$ cat src/rtl/gpio_mux_pkg.sv
package gpio_mux_pkg;
  localparam int PORT_W    = 8;
  localparam int SPI_PINS  = 4;
  localparam int ADDR_W    = 2;
  localparam int SYNC_LEN  = 2;

  typedef logic [PORT_W-1:0] port_t;

  typedef enum logic [ADDR_W-1:0] {
    REG_DATA = 2'd0,
    REG_PINS = 2'd1,
    REG_DIR  = 2'd2,
    REG_NONE = 2'd3
  } reg_sel_t;
endpackage

$ cat src/rtl/gpio_pin_sync.sv
module gpio_pin_sync
  import gpio_mux_pkg::*;
#(
  parameter int W      = PORT_W,
  parameter int STAGES = SYNC_LEN
) (
  input  logic         clk,
  input  logic         rst_n,
  input  logic [W-1:0] d,
  output logic [W-1:0] q
);
  logic [W-1:0] chain [STAGES];

  always_ff @(posedge clk) begin
    if (!rst_n) begin
      for (int k = 0; k < STAGES; k++) chain[k] <= '0;
    end else begin
      chain[0] <= d;
      for (int k = 1; k < STAGES; k++) chain[k] <= chain[k-1];
    end
  end

  assign q = chain[STAGES-1];

  // cycles since reset release, saturating; used only to bound the latency check
  logic [1:0] age;
  always_ff @(posedge clk) begin
    if (!rst_n) age <= '0;
    else if (age != 2'd3) age <= age + 2'd1;
  end

  generate
    if (STAGES == 2) begin : g_lat2
      // output equals the input seen two edges earlier
      a_r5_sync_latency: assert property (@(posedge clk) disable iff (!rst_n)
        (age >= 2'd2) |-> (q == $past(d, 2)));
    end
  endgenerate
endmodule

$ cat src/rtl/gpio_port_regs.sv
module gpio_port_regs
  import gpio_mux_pkg::*;
(
  input  logic              clk,
  input  logic              rst_n,
  input  logic [ADDR_W-1:0] addr,
  input  logic              wr,
  input  port_t             wdata,
  input  port_t             pins_sync,
  output port_t             rdata,
  output port_t             data_q,
  output port_t             dir_q
);
  reg_sel_t sel;
  assign sel = reg_sel_t'(addr);

  always_ff @(posedge clk) begin
    if (!rst_n) begin
      data_q <= '0;
      dir_q  <= '0;
    end else if (wr) begin
      case (sel)
        REG_DATA: data_q <= wdata;
        REG_DIR:  dir_q  <= wdata;
        default:  ;
      endcase
    end
  end

  port_t data_view;
  assign data_view = (dir_q & data_q) | (~dir_q & pins_sync);

  always_comb begin
    case (sel)
      REG_DATA: rdata = data_view;
      REG_PINS: rdata = pins_sync;
      REG_DIR:  rdata = dir_q;
      default:  rdata = '0;
    endcase
  end

  a_r2_data_write: assert property (@(posedge clk) disable iff (!rst_n)
    (wr && sel == REG_DATA) |=> (data_q == $past(wdata)));
  a_r2_dir_write: assert property (@(posedge clk) disable iff (!rst_n)
    (wr && sel == REG_DIR) |=> (dir_q == $past(wdata)));
  a_r4_pin_view_write_ignored: assert property (@(posedge clk) disable iff (!rst_n)
    (wr && sel == REG_PINS) |=> ($stable(data_q) && $stable(dir_q)));
  a_r10_hole_write_ignored: assert property (@(posedge clk) disable iff (!rst_n)
    (wr && sel == REG_NONE) |=> ($stable(data_q) && $stable(dir_q)));
endmodule

$ cat src/rtl/gpio_pin_owner.sv
module gpio_pin_owner
  import gpio_mux_pkg::*;
(
  input  logic                clk,
  input  logic                rst_n,
  input  port_t               pwm_en,
  input  port_t               pwm_out,
  input  logic                pwm_ch7_shutdown,
  input  logic                spi1_en,
  input  logic [SPI_PINS-1:0] spi1_out,
  input  logic [SPI_PINS-1:0] spi1_oe,
  input  logic                spi2_en,
  input  logic [SPI_PINS-1:0] spi2_out,
  input  logic [SPI_PINS-1:0] spi2_oe,
  input  port_t               data_q,
  input  port_t               dir_q,
  output port_t               pin_out,
  output port_t               pin_oe
);
  localparam int LAST = PORT_W - 1;

  genvar i;
  generate
    for (i = 0; i < PORT_W; i++) begin : g_pin
      logic spi_on, spi_o, spi_e;
      if (i < SPI_PINS) begin : g_spi1
        assign spi_on = spi1_en;
        assign spi_o  = spi1_out[i];
        assign spi_e  = spi1_oe[i];
      end else begin : g_spi2
        assign spi_on = spi2_en;
        assign spi_o  = spi2_out[i-SPI_PINS];
        assign spi_e  = spi2_oe[i-SPI_PINS];
      end

      logic pwm_input;
      if (i == LAST) begin : g_shut
        assign pwm_input = pwm_ch7_shutdown;
      end else begin : g_noshut
        assign pwm_input = 1'b0;
      end

      always_comb begin
        if (pwm_en[i]) begin
          pin_oe[i]  = ~pwm_input;
          pin_out[i] = pwm_input ? 1'b0 : pwm_out[i];
        end else if (spi_on) begin
          pin_oe[i]  = spi_e;
          pin_out[i] = spi_o;
        end else begin
          pin_oe[i]  = dir_q[i];
          pin_out[i] = data_q[i];
        end
      end

      if (i != LAST) begin : g_chk
        // an enabled PWM channel always drives its pin
        a_r6_pwm_wins: assert property (@(posedge clk) disable iff (!rst_n)
          pwm_en[i] |-> (pin_oe[i] && pin_out[i] == pwm_out[i]));
      end
    end
  endgenerate

  a_r7_shutdown_input: assert property (@(posedge clk) disable iff (!rst_n)
    (pwm_en[LAST] && pwm_ch7_shutdown) |-> (!pin_oe[LAST] && !pin_out[LAST]));
endmodule

$ cat src/rtl/gpio_mux_port.sv
module gpio_mux_port
  import gpio_mux_pkg::*;
(
  input  logic        clk,
  input  logic        rst_n,
  input  logic [1:0]  bus_addr,
  input  logic        bus_wr,
  input  logic [7:0]  bus_wdata,
  output logic [7:0]  bus_rdata,
  input  logic [7:0]  pwm_en,
  input  logic [7:0]  pwm_out,
  input  logic        pwm_ch7_shutdown,
  input  logic        spi1_en,
  input  logic [3:0]  spi1_out,
  input  logic [3:0]  spi1_oe,
  input  logic        spi2_en,
  input  logic [3:0]  spi2_out,
  input  logic [3:0]  spi2_oe,
  input  logic [7:0]  pin_in,
  output logic [7:0]  pin_out,
  output logic [7:0]  pin_oe,
  output logic [7:0]  periph_in
);
  port_t pins_sync, data_q, dir_q;

  gpio_pin_sync #(.W(PORT_W), .STAGES(SYNC_LEN)) u_sync (
    .clk(clk), .rst_n(rst_n), .d(pin_in), .q(pins_sync)
  );

  gpio_port_regs u_regs (
    .clk(clk), .rst_n(rst_n), .addr(bus_addr), .wr(bus_wr),
    .wdata(bus_wdata), .pins_sync(pins_sync), .rdata(bus_rdata),
    .data_q(data_q), .dir_q(dir_q)
  );

  gpio_pin_owner u_owner (
    .clk(clk), .rst_n(rst_n),
    .pwm_en(pwm_en), .pwm_out(pwm_out), .pwm_ch7_shutdown(pwm_ch7_shutdown),
    .spi1_en(spi1_en), .spi1_out(spi1_out), .spi1_oe(spi1_oe),
    .spi2_en(spi2_en), .spi2_out(spi2_out), .spi2_oe(spi2_oe),
    .data_q(data_q), .dir_q(dir_q), .pin_out(pin_out), .pin_oe(pin_oe)
  );

  assign periph_in = pins_sync;

  // the pin view and the peripheral feed never disagree
  a_r4_view_matches_periph: assert property (@(posedge clk) disable iff (!rst_n)
    (bus_addr == 2'd1) |-> (bus_rdata == periph_in));
  // a pin with no peripheral owner follows the direction register
  a_r9_gpio_dir: assert property (@(posedge clk) disable iff (!rst_n)
    (pwm_en == 8'h00 && !spi1_en && !spi2_en) |-> (pin_oe == dir_q));
endmodule

$ cat config.mk
export PLATFORM = sky130hd
export DESIGN_NAME = gpio_mux_port
export DESIGN_NICKNAME = d
export VERILOG_FILES = /design/src/rtl/gpio_mux_pkg.sv /design/src/rtl/gpio_pin_sync.sv /design/src/rtl/gpio_port_regs.sv /design/src/rtl/gpio_pin_owner.sv /design/src/rtl/gpio_mux_port.sv
export SDC_FILE = /design/constraint.sdc
export NUM_CORES = 1
export LEC_CHECK = 0
export BUFFER_PORTS_ARGS = -buffer_cell sky130_fd_sc_hd__buf_2
export CAP_MARGIN = 40
export CORE_MARGIN = 2
export CORE_UTILIZATION = 47
export DETAILED_ROUTE_END_ITERATION = 16
export PLACE_DENSITY = 0.84
export SKIP_CTS_REPAIR_TIMING = 1
export SLEW_MARGIN = 20
export SYNTH_ARGS = -nofsm -noshare
export SYNTH_HDL_FRONTEND = slang
export SYNTH_SLANG_ARGS = --single-unit
$ cat constraint.sdc
create_clock -name clk -period 1.3 [get_ports clk]
set_input_delay 0.065 -clock clk [delete_from_list [all_inputs] [get_ports clk]]
set_output_delay 0.065 -clock clk [all_outputs]
set_load 0.01 [all_outputs]
==> flow_summary.html, run 1 <==
<table>
<tr><th>Metric</th><th>Value</th></tr>
<tr><th colspan="2">Outcome</th></tr>
<tr><td>Run status</td><td>finished clean</td></tr>
<tr><th colspan="2">Critical path</th></tr>
<tr><td>Critical path buffer and inverter count</td><td>1</td></tr>
<tr><td>Critical path type</td><td>flip-flop to primary output</td></tr>
<tr><td>WP data arrival</td><td>1190 ps</td></tr>
<tr><td>Worst-case register-to-register setup slack</td><td>slightly above 600 ps</td></tr>
<tr><td>Worst R2R Path Depth</td><td>2</td></tr>
<tr><td>Cell breakdown of the critical path</td><td>nor2b_4 -&gt; mux2i_1 -&gt; buf_2</td></tr>
<tr><td>Critical path depth in cells</td><td>3</td></tr>
<tr><td>Launching point of the worst reg2reg path</td><td>u_regs.data_q[5]</td></tr>
<tr><td>Slowest Stage Delay on Critical Path</td><td>about 350 ps</td></tr>
<tr><td>Sort of element at the start of the critical path</td><td>flip-flop</td></tr>
<tr><td>Slowest-stage cell, CP</td><td>dfxtp_2</td></tr>
<tr><td>Gate family responsible for the most delay along the worst path</td><td>flip-flops</td></tr>
<tr><td>Capturing point of the worst reg2reg path</td><td>u_regs.data_q[5]</td></tr>
<tr><td>Largest fanout of any net on the critical path</td><td>3</td></tr>
<tr><td>Critical path capture point type</td><td>primary output</td></tr>
<tr><td>Data required time of the worst path</td><td>between 1000 and 1500 ps</td></tr>
<tr><th colspan="2">Global route</th></tr>
<tr><td>Pin count of the biggest net entering global routing</td><td>around 40</td></tr>
<tr><td>Remaining Overflow, GRT</td><td>0</td></tr>
<tr><td>Global-route wire length before repair</td><td>5.52 mm</td></tr>
<tr><td>Antenna violations before repair</td><td>0</td></tr>
<tr><td>Vias in the first global route</td><td>1,318</td></tr>
<tr><td>Overall track demand over capacity in global routing</td><td>0.178</td></tr>
<tr><th colspan="2">Layout</th></tr>
<tr><td>Total inserted antenna cells</td><td>0</td></tr>
<tr><td>Proportion of layout cells with a drive suffix above 1</td><td>0.414</td></tr>
<tr><td>Area of the multi-input gates</td><td>892 sq um</td></tr>
<tr><td>Post-synthesis to final-layout area growth</td><td>40.6%</td></tr>
<tr><td>Filler cells</td><td>about 270</td></tr>
<tr><td>Post-route cell area</td><td>2260 sq um</td></tr>
<tr><td>Sequential Area</td><td>649 sq um</td></tr>
<tr><td>Final #Nets</td><td>roughly 330</td></tr>
<tr><th colspan="2">Placement</th></tr>
<tr><td>Placed wire-length estimate after detailed placement</td><td>approximately 2.6 mm</td></tr>
<tr><td>Placed Instance Area</td><td>a little over 2000 sq um</td></tr>
<tr><td>Number of port buffers</td><td>between 80 and 90</td></tr>
<tr><td>GPL Wtd Cong</td><td>roughly 0.77</td></tr>
<tr><td>Worst Setup Slack post-DPL</td><td>between 200 and 250 ps</td></tr>
<tr><th colspan="2">Logic synthesis</th></tr>
<tr><td>Most used flip-flop cell after synthesis</td><td>dfxtp_1</td></tr>
<tr><td>Portion of synthesized cell area occupied by the leading cell type</td><td>0.398</td></tr>
<tr><td>Proportion of synthesized flip-flops having asynchronous set or reset</td><td>0</td></tr>
<tr><td>Cell type with the largest total area after synthesis</td><td>dfxtp_1</td></tr>
<tr><td>Yosys synthesis warning count</td><td>0</td></tr>
<tr><td>Most instantiated library cell after synthesis</td><td>mux2i_1</td></tr>
<tr><td>Gate count after technology mapping</td><td>around 180</td></tr>
<tr><td>Syn_nets</td><td>around 240</td></tr>
<tr><td>Flop and latch count out of synthesis</td><td>32</td></tr>
<tr><td>Mapped Area</td><td>1610 sq um</td></tr>
<tr><td>Most used standard cells in the synthesized netlist</td><td>34 x mux2i_1, 32 x dfxtp_1, 31 x nand2_1, 16 x and2_1, 13 x nor2b_1</td></tr>
<tr><td>Mean cell area of the mapped netlist</td><td>approximately 9 sq um</td></tr>
<tr><td>Sequential-to-total area share from yosys stat</td><td>0.398</td></tr>
<tr><td>Ranking of synthesized cells by area</td><td>dfxtp_1 40%, mux2i_1 21%, nand2_1 7.2%</td></tr>
<tr><td>Number of enable-type register cells in the synthesized netlist</td><td>0</td></tr>
<tr><td>Number of unique standard cell types used by synthesis</td><td>17</td></tr>
<tr><th colspan="2">Routing</th></tr>
<tr><td>Number of routed nets with antenna violations</td><td>0</td></tr>
<tr><td>Met3 Routed Length</td><td>roughly 250 um</td></tr>
<tr><td>Via count normalized by instance count</td><td>about 4.8</td></tr>
<tr><td>Via count</td><td>roughly 1.5k</td></tr>
<tr><td>Wl on met1</td><td>between 1.5 and 2 mm</td></tr>
<tr><td>First-pass DRT Iterations</td><td>4</td></tr>
<tr><td>Routed wl met2</td><td>1.81 mm</td></tr>
<tr><td>Uppermost layer routed</td><td>met4</td></tr>
<tr><td>Starting DRT DRC Count</td><td>20</td></tr>
<tr><td>Number of remaining DRC errors</td><td>0</td></tr>
<tr><td>Final routed wirelength across all metal layers</td><td>between 3 and 4 mm</td></tr>
<tr><td>Routed len/inst</td><td>approximately 11 um</td></tr>
<tr><th colspan="2">Clocking</th></tr>
<tr><td>H-tree levels</td><td>2</td></tr>
<tr><td>Buffers from clock root to sink, at most</td><td>2</td></tr>
<tr><td>Clock tree from TritonCTS</td><td>yes</td></tr>
<tr><td>Sink Count</td><td>32</td></tr>
<tr><td>Clk_lat worst skew</td><td>roughly 330 ps</td></tr>
<tr><td>Post-CTS clock slew at the launch and capture registers of the worst setup and hold paths</td><td>roughly 100 ps</td></tr>
<tr><td>Total CTS buffers</td><td>5</td></tr>
<tr><td>Clock tree root driver cell</td><td>clkbuf_4</td></tr>
<tr><th colspan="2">Power and ir drop</th></tr>
<tr><td>Total Power Consumption</td><td>2.17 mW</td></tr>
<tr><td>Cell area power density</td><td>between 900 and 1000 nW/um^2</td></tr>
<tr><td>Cell-internal power</td><td>around 1.6 mW</td></tr>
<tr><td>Clock power share</td><td>0.341</td></tr>
<tr><td>IR Drop Worst-Case VDD</td><td>689 uV</td></tr>
<tr><td>Relative contribution of sequential cells to total power</td><td>0.481</td></tr>
<tr><td>Switch Pwr</td><td>about 540 uW</td></tr>
<tr><td>Power share of the combinational group</td><td>0.178</td></tr>
<tr><td>Leak Pwr</td><td>1.13 nW</td></tr>
<tr><td>Switching power as a share of total power</td><td>0.247</td></tr>
<tr><th colspan="2">STA</th></tr>
<tr><td>Fraction of the cycle the final worst path needs</td><td>0.967</td></tr>
<tr><td>Tightest Pin Transition</td><td>between 500 and 600 ps</td></tr>
<tr><td>Clock Skews</td><td>around 0.85 ps</td></tr>
<tr><td>Max Transition Viols Final</td><td>0</td></tr>
<tr><td>Final number of setup-violating endpoints</td><td>0</td></tr>
<tr><td>Tmin final</td><td>approximately 1300 ps</td></tr>
<tr><td>Remaining max-slew budget at the tightest pin</td><td>0.617</td></tr>
<tr><td>RSZ-0062 raised after global routing</td><td>yes</td></tr>
<tr><td>Setup ws final</td><td>between 40 and 50 ps</td></tr>
<tr><td>Peak Freq</td><td>between 0.7 and 0.8 GHz</td></tr>
<tr><td>Final hold violations</td><td>0</td></tr>
<tr><th colspan="2">Hold path</th></tr>
<tr><td>Class of the tightest hold or removal check</td><td>input port to flip-flop</td></tr>
<tr><td>Source of the worst hold timing path</td><td>bus_wdata[0]</td></tr>
<tr><td>Hold EP</td><td>u_regs.dir_q[0]</td></tr>
<tr><td>Count of cells along the worst hold path</td><td>3</td></tr>
<tr><th colspan="2">Floorplan</th></tr>
<tr><td>Starting density of the core</td><td>0.486</td></tr>
<tr><td>Floorplan Core Area</td><td>~3300 sq um</td></tr>
<tr><td>Total Die Area</td><td>around 3900 sq um</td></tr>
<tr><td>Io pins</td><td>88</td></tr>
<tr><td>Overall die height</td><td>~63 um</td></tr>
<tr><td>Die X-Extent</td><td>around 63 um</td></tr>
<tr><td>Count of standard-cell rows</td><td>21</td></tr>
<tr><th colspan="2">Flow run</th></tr>
<tr><td>Maxcap violations</td><td>0</td></tr>
</table>
cells by family (layout without fill, tap and decap cells):
kind of cell	count (synthesis)	count (layout)	share of synthesized area
flops	32	32	0.398
buf+inv	17	111	0.0653
mux	34	34	0.211
simple gates	81	81	0.263
compound gates	15	15	0.0629
state kept, by name (all words and copies together) (netlist names):
| signal | count |
|---|---|
| u_regs.data_q | 8 |
| u_regs.dir_q | 8 |
| u_sync.chain | 16 |
worst register-to-register path: stages (launching register included):
cell     delay (ps)
dfxtp_1         370
nand2_1          70
mux2i_1         170
final cells by class:
cell class | count | area share
well taps | 46 | 0.0254
repair buffers | 103 | 0.259
clock inverters | 3 | 0.0188
multi-input cells | 130 | 0.394
clock buffers | 5 | 0.0166
flip-flops and latches | 32 | 0.287
worst max path at each step:
stage                        to            start
2_1_floorplan      bus_rdata[7]  u_regs.dir_q[7]
3_3_place_gp   u_regs.data_q[7]      bus_addr[1]
3_5_place_dp   u_regs.data_q[1]      bus_addr[1]
4_1_cts            bus_rdata[2]  u_regs.dir_q[2]
5_1_grt            bus_rdata[7]  u_regs.dir_q[7]
6_report           bus_rdata[7]  u_regs.dir_q[7]
cell usage in the layout (no fill, tap or decap):
cell type      Yosys  routed
mux2i_1           34      34
clkinvlp_4         0       1
nor2b_2            0       2
nor2b_4            0       3
dlygate4sd3_1      0      12
and2_1            16      16
nand2b_1           8       8
and2b_4            2       2
a211o_1            7       7
dfxtp_2            0       7
nand2_1           31      31
buf_4              8       4
bufinv_16          0       1
or3b_1             1       1
clkbuf_4           0       5
nand3b_1           1       1
nor2_1             8       8
nor2b_1           13       8
clkinv_2           0       1
buf_2              3      87
o21ai_1            8       8
dfxtp_1           32      25
and3b_1            1       1
per-stage QoR:
step | std cells | TNS (ps) | hold slack, ps | utilization
after detailed placement | 299 | 0 | 275 | 0.613
after CTS | 307 | -66.5 | -86.6 | 0.637
final | 319 | 0 | 1.62 | 0.684
after global placement | 299 | 0 | 270 | 0.613
after global routing | 319 | -79.6 | -5.87 | 0.684
after floorplan | 179 | 0 | 192 | -
power by group through the flow:
| stage | Sequential [mW] | Clock (mW) | Combinational, mW |
|---|---|---|---|
| after floorplan | 1.06 | 0 | 0.203 |
| after global placement | 1.06 | 0 | 0.346 |
| after detailed placement | 1.06 | 0 | 0.353 |
| after CTS | 1.04 | 0.764 | 0.355 |
| after global routing | 1.05 | 0.820 | 0.425 |
| final | 1.04 | 0.739 | 0.386 |
metal layers:
metal  up-vias  GRT usage
li1        773          -
met1       682      0.215
met2        54      0.294
met3         7     0.0631
met4         0     0.0583
met5         -          0
No activity file was read; power rests on OpenSTA's default activity.
==> inputs of run 2 (changes only) <==
BUFFER_PORTS_ARGS = not set   (was -buffer_cell sky130_fd_sc_hd__buf_2)
CORE_UTILIZATION = 55   (was 47)
DONT_BUFFER_PORTS = 1   (was not set)
PLACE_DENSITY = 0.7   (was 0.84)
==> run 2 against run 1 <==
  * Worst setup slack improved by 27 ps
  * Sequential share of layout area is 7.1 points higher
  * Clock skew rose by 9.4 ps
  * Clock power down 34%
  * Clock-buffer cell count increased by 1
  * Global-route usage grew 0.39 points
  * First-iteration DRC count up 95%
  * Non-clock buffer count fell by 86
  * Via count shrank 21%
  * Core utilization down 3.4 points
  * Largest cell class unchanged
  * Die area is 14% lower
==> flow_summary.html, run 2 (same netlist as run 1, synthesis figures left out) <==
<table>
<tr><th>Metric</th><th>Value</th></tr>
<tr><th colspan="2">Floorplan</th></tr>
<tr><td>Overall die height</td><td>just under 60 um</td></tr>
<tr><td>Starting density of the core</td><td>0.584</td></tr>
<tr><td>Count of standard-cell rows</td><td>19</td></tr>
<tr><td>Die X-Extent</td><td>approximately 58 um</td></tr>
<tr><td>Floorplan Core Area</td><td>about 2800 sq um</td></tr>
<tr><td>Total Die Area</td><td>3380 sq um</td></tr>
<tr><td>Io pins</td><td>88</td></tr>
<tr><th colspan="2">Power and ir drop</th></tr>
<tr><td>Leak Pwr</td><td>~0.77 nW</td></tr>
<tr><td>Switching power as a share of total power</td><td>0.240</td></tr>
<tr><td>Power share of the combinational group</td><td>0.133</td></tr>
<tr><td>Total Power Consumption</td><td>about 1.8 mW</td></tr>
<tr><td>Cell area power density</td><td>around 1000 nW/um^2</td></tr>
<tr><td>Relative contribution of sequential cells to total power</td><td>0.591</td></tr>
<tr><td>IR Drop Worst-Case VDD</td><td>about 890 uV</td></tr>
<tr><td>Cell-internal power</td><td>approximately 1.3 mW</td></tr>
<tr><td>Switch Pwr</td><td>about 430 uW</td></tr>
<tr><td>Clock power share</td><td>0.276</td></tr>
<tr><th colspan="2">Clocking</th></tr>
<tr><td>Buffers from clock root to sink, at most</td><td>2</td></tr>
<tr><td>Post-CTS clock slew at the launch and capture registers of the worst setup and hold paths</td><td>90 ps</td></tr>
<tr><td>Clk_lat worst skew</td><td>310 ps</td></tr>
<tr><td>Clock tree from TritonCTS</td><td>yes</td></tr>
<tr><td>H-tree levels</td><td>2</td></tr>
<tr><td>Clock tree root driver cell</td><td>clkbuf_4</td></tr>
<tr><td>Total CTS buffers</td><td>5</td></tr>
<tr><td>Sink Count</td><td>32</td></tr>
<tr><th colspan="2">STA</th></tr>
<tr><td>Setup ws final</td><td>a little over 70 ps</td></tr>
<tr><td>Fraction of the cycle the final worst path needs</td><td>0.946</td></tr>
<tr><td>Final hold violations</td><td>0</td></tr>
<tr><td>Final number of setup-violating endpoints</td><td>0</td></tr>
<tr><td>Remaining max-slew budget at the tightest pin</td><td>0.640</td></tr>
<tr><td>Tightest Pin Transition</td><td>approximately 540 ps</td></tr>
<tr><td>Tmin final</td><td>1230 ps</td></tr>
<tr><td>Max Transition Viols Final</td><td>0</td></tr>
<tr><td>Post-route worst hold slack</td><td>approximately 69 ps</td></tr>
<tr><td>Peak Freq</td><td>between 0.8 and 0.9 GHz</td></tr>
<tr><td>Clock Skews</td><td>10.2 ps</td></tr>
<tr><th colspan="2">Global route</th></tr>
<tr><td>Overall track demand over capacity in global routing</td><td>0.182</td></tr>
<tr><td>Pin count of the biggest net entering global routing</td><td>41</td></tr>
<tr><td>Vias in the first global route</td><td>around 1.1k</td></tr>
<tr><td>Global-route wire length before repair</td><td>roughly 4.6 mm</td></tr>
<tr><td>Antenna violations before repair</td><td>0</td></tr>
<tr><td>Remaining Overflow, GRT</td><td>0</td></tr>
<tr><th colspan="2">Placement</th></tr>
<tr><td>GPL Wtd Cong</td><td>~0.7</td></tr>
<tr><td>Number of port buffers</td><td>0</td></tr>
<tr><td>Placed Instance Area</td><td>between 1500 and 2000 sq um</td></tr>
<tr><td>Placed wire-length estimate after detailed placement</td><td>between 2 and 2.5 mm</td></tr>
<tr><td>Worst Setup Slack post-DPL</td><td>311 ps</td></tr>
<tr><th colspan="2">Routing</th></tr>
<tr><td>Via count normalized by instance count</td><td>5.54</td></tr>
<tr><td>Via count</td><td>1,203</td></tr>
<tr><td>Number of remaining DRC errors</td><td>0</td></tr>
<tr><td>Routed len/inst</td><td>~15 um</td></tr>
<tr><td>Starting DRT DRC Count</td><td>39</td></tr>
<tr><td>Number of routed nets with antenna violations</td><td>0</td></tr>
<tr><td>Final routed wirelength across all metal layers</td><td>~3.2 mm</td></tr>
<tr><td>First-pass DRT Iterations</td><td>4</td></tr>
<tr><th colspan="2">Critical path</th></tr>
<tr><td>Data required time of the worst path</td><td>1240 ps</td></tr>
<tr><td>Critical path capture point type</td><td>primary output</td></tr>
<tr><td>WP data arrival</td><td>about 1200 ps</td></tr>
<tr><td>Worst-case register-to-register setup slack</td><td>660 ps</td></tr>
<tr><td>Critical path type</td><td>flip-flop to primary output</td></tr>
<tr><td>Largest fanout of any net on the critical path</td><td>3</td></tr>
<tr><td>Sort of element at the start of the critical path</td><td>flip-flop</td></tr>
<tr><th colspan="2">Outcome</th></tr>
<tr><td>Run status</td><td>finished clean</td></tr>
<tr><th colspan="2">Layout</th></tr>
<tr><td>Number of flip-flops in the largest register</td><td>16</td></tr>
<tr><td>Commonest cells after routing, fill and taps aside</td><td>32 x dfxtp_1, 31 x nand2_1, 30 x mux2i_1, 16 x and2_1, 16 x dlygate4sd3_1</td></tr>
<tr><td>Most common cell after layout, fill and taps aside</td><td>dfxtp_1</td></tr>
<tr><td>Final #Nets</td><td>242</td></tr>
<tr><td>Post-synthesis to final-layout area growth</td><td>11.3%</td></tr>
<tr><td>Filler cells</td><td>about 240</td></tr>
<tr><td>Final core utilization</td><td>0.650</td></tr>
<tr><td>Register with the most flip-flops</td><td>u_sync.chain</td></tr>
<tr><td>Post-route cell area</td><td>about 1800 sq um</td></tr>
<tr><td>Largest registers</td><td>u_sync.chain: 16 flops, u_regs.data_q: 8 flops, u_regs.dir_q: 8 flops</td></tr>
<tr><td>Total inserted antenna cells</td><td>0</td></tr>
<tr><td>Proportion of layout cells with a drive suffix above 1</td><td>0.0860</td></tr>
<tr><th colspan="2">Hold path</th></tr>
<tr><td>Class of the tightest hold or removal check</td><td>input port to flip-flop</td></tr>
<tr><th colspan="2">Flow run</th></tr>
<tr><td>Maxcap violations</td><td>0</td></tr>
</table>
run 2: power groups by stage:
stage	clock network, mW	registers (mW)	logic [mW]
after floorplan	0	1.06	0.203
after global placement	0	1.07	0.170
after detailed placement	0	1.07	0.173
after CTS	0.511	1.05	0.174
after global routing	0.560	1.05	0.260
final	0.489	1.05	0.236
run 2: worst paths after layout:
path | to | start | depth (start not counted)
worst min-delay path | u_regs.data_q[4] | rst_n | 3
worst max register to register | u_regs.dir_q[3] | u_regs.dir_q[3] | 2
worst max-delay path | bus_rdata[7] | u_regs.dir_q[7] | 2
worst min register to register | u_sync.chain[0][14] | u_sync.chain[0][6] | 1
run 2: layout make-up:
class | instances | area [sq um] | area share
clock buffer | 6 | 41.3 | 0.0230
multi-input combinational | 130 | 887 | 0.495
timing repair buffer | 17 | 180 | 0.100
sequential | 32 | 641 | 0.357
clock inverter | 1 | 5.00 | 0.00279
tap | 31 | 38.8 | 0.0216
run 2: per-layer routing:
metal | GRT usage | routed length [um] | vias to the layer above
met3 | 0.0536 | 257 | 10
met1 | 0.198 | 1280 | 533
met5 | 0 | 0 | -
met2 | 0.318 | 1570 | 61
li1 | - | - | 599
met4 | 0.0930 | 58 | 0
run 2: stage by stage:
| step | std cells | setup TNS [ps] |
|---|---|---|
| final | 217 | 0 |
| after global routing | 217 | -9.11 |
| after CTS | 200 | 0 |
| after detailed placement | 193 | 0 |
| after global placement | 193 | 0 |
| after floorplan | 179 | 0 |
run 2: critical path, cell delays in order, from the launching register on:
cell and delay, ps:
dfxtp_1 350, nor2b_1 200, mux2i_2 300
==> inputs of run 3 (changes only) <==
ABC_AREA = 1   (was not set)
==> run 3 against run 2 <==
  * Critical path depth unchanged
  * Via count increased by 42%
  * Core utilization up 0.87 points
  * Clock skew is 9.7 ps lower
  * Final cell count rose by 59%
  * Wire length increased by 27%
  * Sequential cell count unchanged
  * Total power increased by 27%
  * Design area rose by 14%
  * Combinational power is 39% higher
  * Die area is 12% higher
  * Hold slack got worse by 55 ps
  * Critical path type unchanged
  * Largest power group unchanged
==> flow_summary.html, run 3 <==
<table>
<tr><th>Metric</th><th>Value</th></tr>
<tr><th colspan="2">Global route</th></tr>
<tr><td>Pin count of the biggest net entering global routing</td><td>33</td></tr>
<tr><td>Global-route wire length before repair</td><td>around 5.6 mm</td></tr>
<tr><td>Overall track demand over capacity in global routing</td><td>0.206</td></tr>
<tr><td>Remaining Overflow, GRT</td><td>0</td></tr>
<tr><td>Antenna violations before repair</td><td>0</td></tr>
<tr><td>Vias in the first global route</td><td>1,264</td></tr>
<tr><th colspan="2">Clocking</th></tr>
<tr><td>Clock tree root driver cell</td><td>clkbuf_4</td></tr>
<tr><td>Post-CTS clock slew at the launch and capture registers of the worst setup and hold paths</td><td>about 100 ps</td></tr>
<tr><td>Clock tree from TritonCTS</td><td>yes</td></tr>
<tr><td>Buffers from clock root to sink, at most</td><td>2</td></tr>
<tr><td>Clk_lat worst skew</td><td>roughly 320 ps</td></tr>
<tr><td>Sink Count</td><td>32</td></tr>
<tr><td>H-tree levels</td><td>2</td></tr>
<tr><td>Total CTS buffers</td><td>5</td></tr>
<tr><th colspan="2">Routing</th></tr>
<tr><td>Via count</td><td>1,708</td></tr>
<tr><td>Number of remaining DRC errors</td><td>0</td></tr>
<tr><td>Routed len/inst</td><td>approximately 12 um</td></tr>
<tr><td>Via count normalized by instance count</td><td>approximately 5</td></tr>
<tr><td>First-pass DRT Iterations</td><td>4</td></tr>
<tr><td>Starting DRT DRC Count</td><td>~80</td></tr>
<tr><td>Number of routed nets with antenna violations</td><td>0</td></tr>
<tr><td>Final routed wirelength across all metal layers</td><td>just over 4 mm</td></tr>
<tr><th colspan="2">Logic synthesis</th></tr>
<tr><td>Most instantiated library cell after synthesis</td><td>nand2_1</td></tr>
<tr><td>Cell type with the largest total area after synthesis</td><td>dfxtp_1</td></tr>
<tr><td>Mapped Area</td><td>about 1800 sq um</td></tr>
<tr><td>Portion of synthesized cell area occupied by the leading cell type</td><td>0.354</td></tr>
<tr><td>Flop and latch count out of synthesis</td><td>32</td></tr>
<tr><td>Number of enable-type register cells in the synthesized netlist</td><td>0</td></tr>
<tr><td>Sequential-to-total area share from yosys stat</td><td>0.354</td></tr>
<tr><td>Syn_nets</td><td>~350</td></tr>
<tr><td>Yosys synthesis warning count</td><td>0</td></tr>
<tr><td>Ranking of synthesized cells by area</td><td>dfxtp_1 35%, nand2_1 15%, inv_1 12%</td></tr>
<tr><td>Gate count after technology mapping</td><td>around 290</td></tr>
<tr><td>Number of unique standard cell types used by synthesis</td><td>18</td></tr>
<tr><td>Most used flip-flop cell after synthesis</td><td>dfxtp_1</td></tr>
<tr><td>Mean cell area of the mapped netlist</td><td>just over 6 sq um</td></tr>
<tr><td>Most used standard cells in the synthesized netlist</td><td>70 x nand2_1, 57 x inv_1, 34 x nor2_1, 32 x dfxtp_1, 31 x nand3_1</td></tr>
<tr><td>Proportion of synthesized flip-flops having asynchronous set or reset</td><td>0</td></tr>
<tr><th colspan="2">STA</th></tr>
<tr><td>Final number of setup-violating endpoints</td><td>0</td></tr>
<tr><td>Final TNS setup</td><td>0 ps</td></tr>
<tr><td>Peak Freq</td><td>0.842 GHz</td></tr>
<tr><td>Tightest Pin Transition</td><td>578 ps</td></tr>
<tr><td>Fraction of the cycle the final worst path needs</td><td>0.914</td></tr>
<tr><td>Tmin final</td><td>around 1200 ps</td></tr>
<tr><td>Remaining max-slew budget at the tightest pin</td><td>0.614</td></tr>
<tr><td>Max Transition Viols Final</td><td>0</td></tr>
<tr><td>Clock Skews</td><td>0.490 ps</td></tr>
<tr><td>Final hold violations</td><td>0</td></tr>
<tr><td>RSZ-0062 raised after global routing</td><td>no</td></tr>
<tr><th colspan="2">Power and ir drop</th></tr>
<tr><td>Cell area power density</td><td>between 1000 and 1500 nW/um^2</td></tr>
<tr><td>Leak Pwr</td><td>roughly 1.1 nW</td></tr>
<tr><td>IR Drop Worst-Case VDD</td><td>731 uV</td></tr>
<tr><th colspan="2">Layout</th></tr>
<tr><td>Proportion of layout cells with a drive suffix above 1</td><td>0.0598</td></tr>
<tr><td>Area of the multi-input gates</td><td>roughly 810 sq um</td></tr>
<tr><td>Post-synthesis to final-layout area growth</td><td>12.9%</td></tr>
<tr><td>Most common cell after layout, fill and taps aside</td><td>nand2_1</td></tr>
<tr><td>Post-route cell area</td><td>between 2000 and 2500 sq um</td></tr>
<tr><td>Final #Nets</td><td>356</td></tr>
<tr><td>Commonest cells after routing, fill and taps aside</td><td>70 x nand2_1, 57 x inv_1, 34 x nor2_1, 32 x dfxtp_1, 31 x nand3_1</td></tr>
<tr><td>Final core utilization</td><td>0.659</td></tr>
<tr><td>Largest registers</td><td>u_sync.chain: 16 flops, u_regs.data_q: 8 flops, u_regs.dir_q: 8 flops</td></tr>
<tr><td>Number of flip-flops in the largest register</td><td>16</td></tr>
<tr><td>Filler cells</td><td>between 300 and 400</td></tr>
<tr><td>Total inserted antenna cells</td><td>0</td></tr>
<tr><td>Register with the most flip-flops</td><td>u_sync.chain</td></tr>
<tr><td>Sequential Area</td><td>around 640 sq um</td></tr>
<tr><th colspan="2">Critical path</th></tr>
<tr><td>Slowest-stage cell, CP</td><td>dfxtp_1</td></tr>
<tr><td>Worst-case register-to-register setup slack</td><td>approximately 280 ps</td></tr>
<tr><td>Sort of element at the start of the critical path</td><td>flip-flop</td></tr>
<tr><td>Critical path type</td><td>flip-flop to primary output</td></tr>
<tr><td>Slowest Stage Delay on Critical Path</td><td>approximately 380 ps</td></tr>
<tr><td>Data required time of the worst path</td><td>1240 ps</td></tr>
<tr><td>Cell breakdown of the critical path</td><td>inv_1 -&gt; o21ai_0</td></tr>
<tr><td>Largest fanout of any net on the critical path</td><td>4</td></tr>
<tr><td>Worst R2R Path Depth</td><td>3</td></tr>
<tr><td>Critical path capture point type</td><td>primary output</td></tr>
<tr><td>Launching point of the worst reg2reg path</td><td>u_sync.chain[0][3]</td></tr>
<tr><td>Capturing point of the worst reg2reg path</td><td>u_sync.chain[0][11]</td></tr>
<tr><td>WP data arrival</td><td>approximately 1100 ps</td></tr>
<tr><th colspan="2">Placement</th></tr>
<tr><td>Placed wire-length estimate after detailed placement</td><td>~2.9 mm</td></tr>
<tr><td>Placed Instance Area</td><td>between 1500 and 2000 sq um</td></tr>
<tr><td>Number of port buffers</td><td>0</td></tr>
<tr><td>GPL Wtd Cong</td><td>0.737</td></tr>
<tr><th colspan="2">Floorplan</th></tr>
<tr><td>Overall die height</td><td>~61 um</td></tr>
<tr><td>Die X-Extent</td><td>about 61 um</td></tr>
<tr><td>Count of standard-cell rows</td><td>20</td></tr>
<tr><td>Io pins</td><td>88</td></tr>
<tr><td>Starting density of the core</td><td>0.583</td></tr>
<tr><td>Floorplan Core Area</td><td>3100 sq um</td></tr>
<tr><td>Total Die Area</td><td>3770 sq um</td></tr>
<tr><th colspan="2">Hold path</th></tr>
<tr><td>Source of the worst hold timing path</td><td>rst_n</td></tr>
<tr><td>Count of cells along the worst hold path</td><td>3</td></tr>
<tr><td>Hold EP</td><td>u_sync.chain[0][3]</td></tr>
<tr><td>Class of the tightest hold or removal check</td><td>input port to flip-flop</td></tr>
<tr><th colspan="2">Flow run</th></tr>
<tr><td>Maxcap violations</td><td>0</td></tr>
<tr><th colspan="2">Outcome</th></tr>
<tr><td>Run status</td><td>finished clean</td></tr>
</table>
-- run 3: layer usage --
layer  track usage  vias to the layer above  share of wire
li1              -                      895              -
met4        0.0638                        0         0.0084
met2         0.319                       84           0.44
met5             0                        -              0
met3        0.0966                        4           0.11
met1         0.255                      725           0.44
-- run 3: area by class of cell --
cell class | instances | area share
multi-input combinational | 181 | 0.395
sequential | 32 | 0.313
inverter | 60 | 0.110
timing repair buffer | 20 | 0.108
clock buffer | 7 | 0.0318
tap | 44 | 0.0269
clock inverter | 1 | 0.0147
-- run 3: power by group --
part | leakage, nW | switching, mW | internal (mW)
sequential | 0.263 | 0.0378 | 1.03
combinational | 0.748 | 0.194 | 0.134
clock | 0.0515 | 0.337 | 0.510
total | 1.06 | 0.569 | 1.67
-- run 3: worst max-delay path, delay by kind of cell, from the launching register on --
kind	cells	cell delay (ps)
AOI/OAI and AO/OA	1	330
buffers and inverters	1	90
DFF	1	380
-- run 3: metrics by stage --
stage	std cells	total power, mW	setup WS (ps)	hold WS [ps]
4_1_cts	326	2.19	98.8	-184
3_3_place_gp	318	1.34	485	160
3_5_place_dp	318	1.34	461	165
5_1_grt	345	2.35	9.34	-2.57
2_1_floorplan	292	1.35	539	163
6_report	345	2.24	112	13.3
-- run 3: worst max path at each step --
stage | start | to | slack, ps | cells past startpoint
floorplan | bus_addr[0] | u_regs.data_q[3] | 540 | 6
global placement | u_regs.dir_q[5] | pin_oe[5] | 480 | 2
detailed placement | u_regs.dir_q[5] | pin_oe[5] | 460 | 2
CTS | u_regs.dir_q[5] | pin_oe[5] | 100 | 2
global route | u_regs.dir_q[5] | pin_oe[5] | 9 | 2
finish | u_regs.dir_q[5] | pin_oe[5] | 110 | 2
-- run 3: cell families after synthesis --
logic type	share of synthesized area
AND/OR/NAND/NOR	0.330
buffers and inverters	0.200
AO/OA/AOI/OAI	0.116
flip-flops	0.354
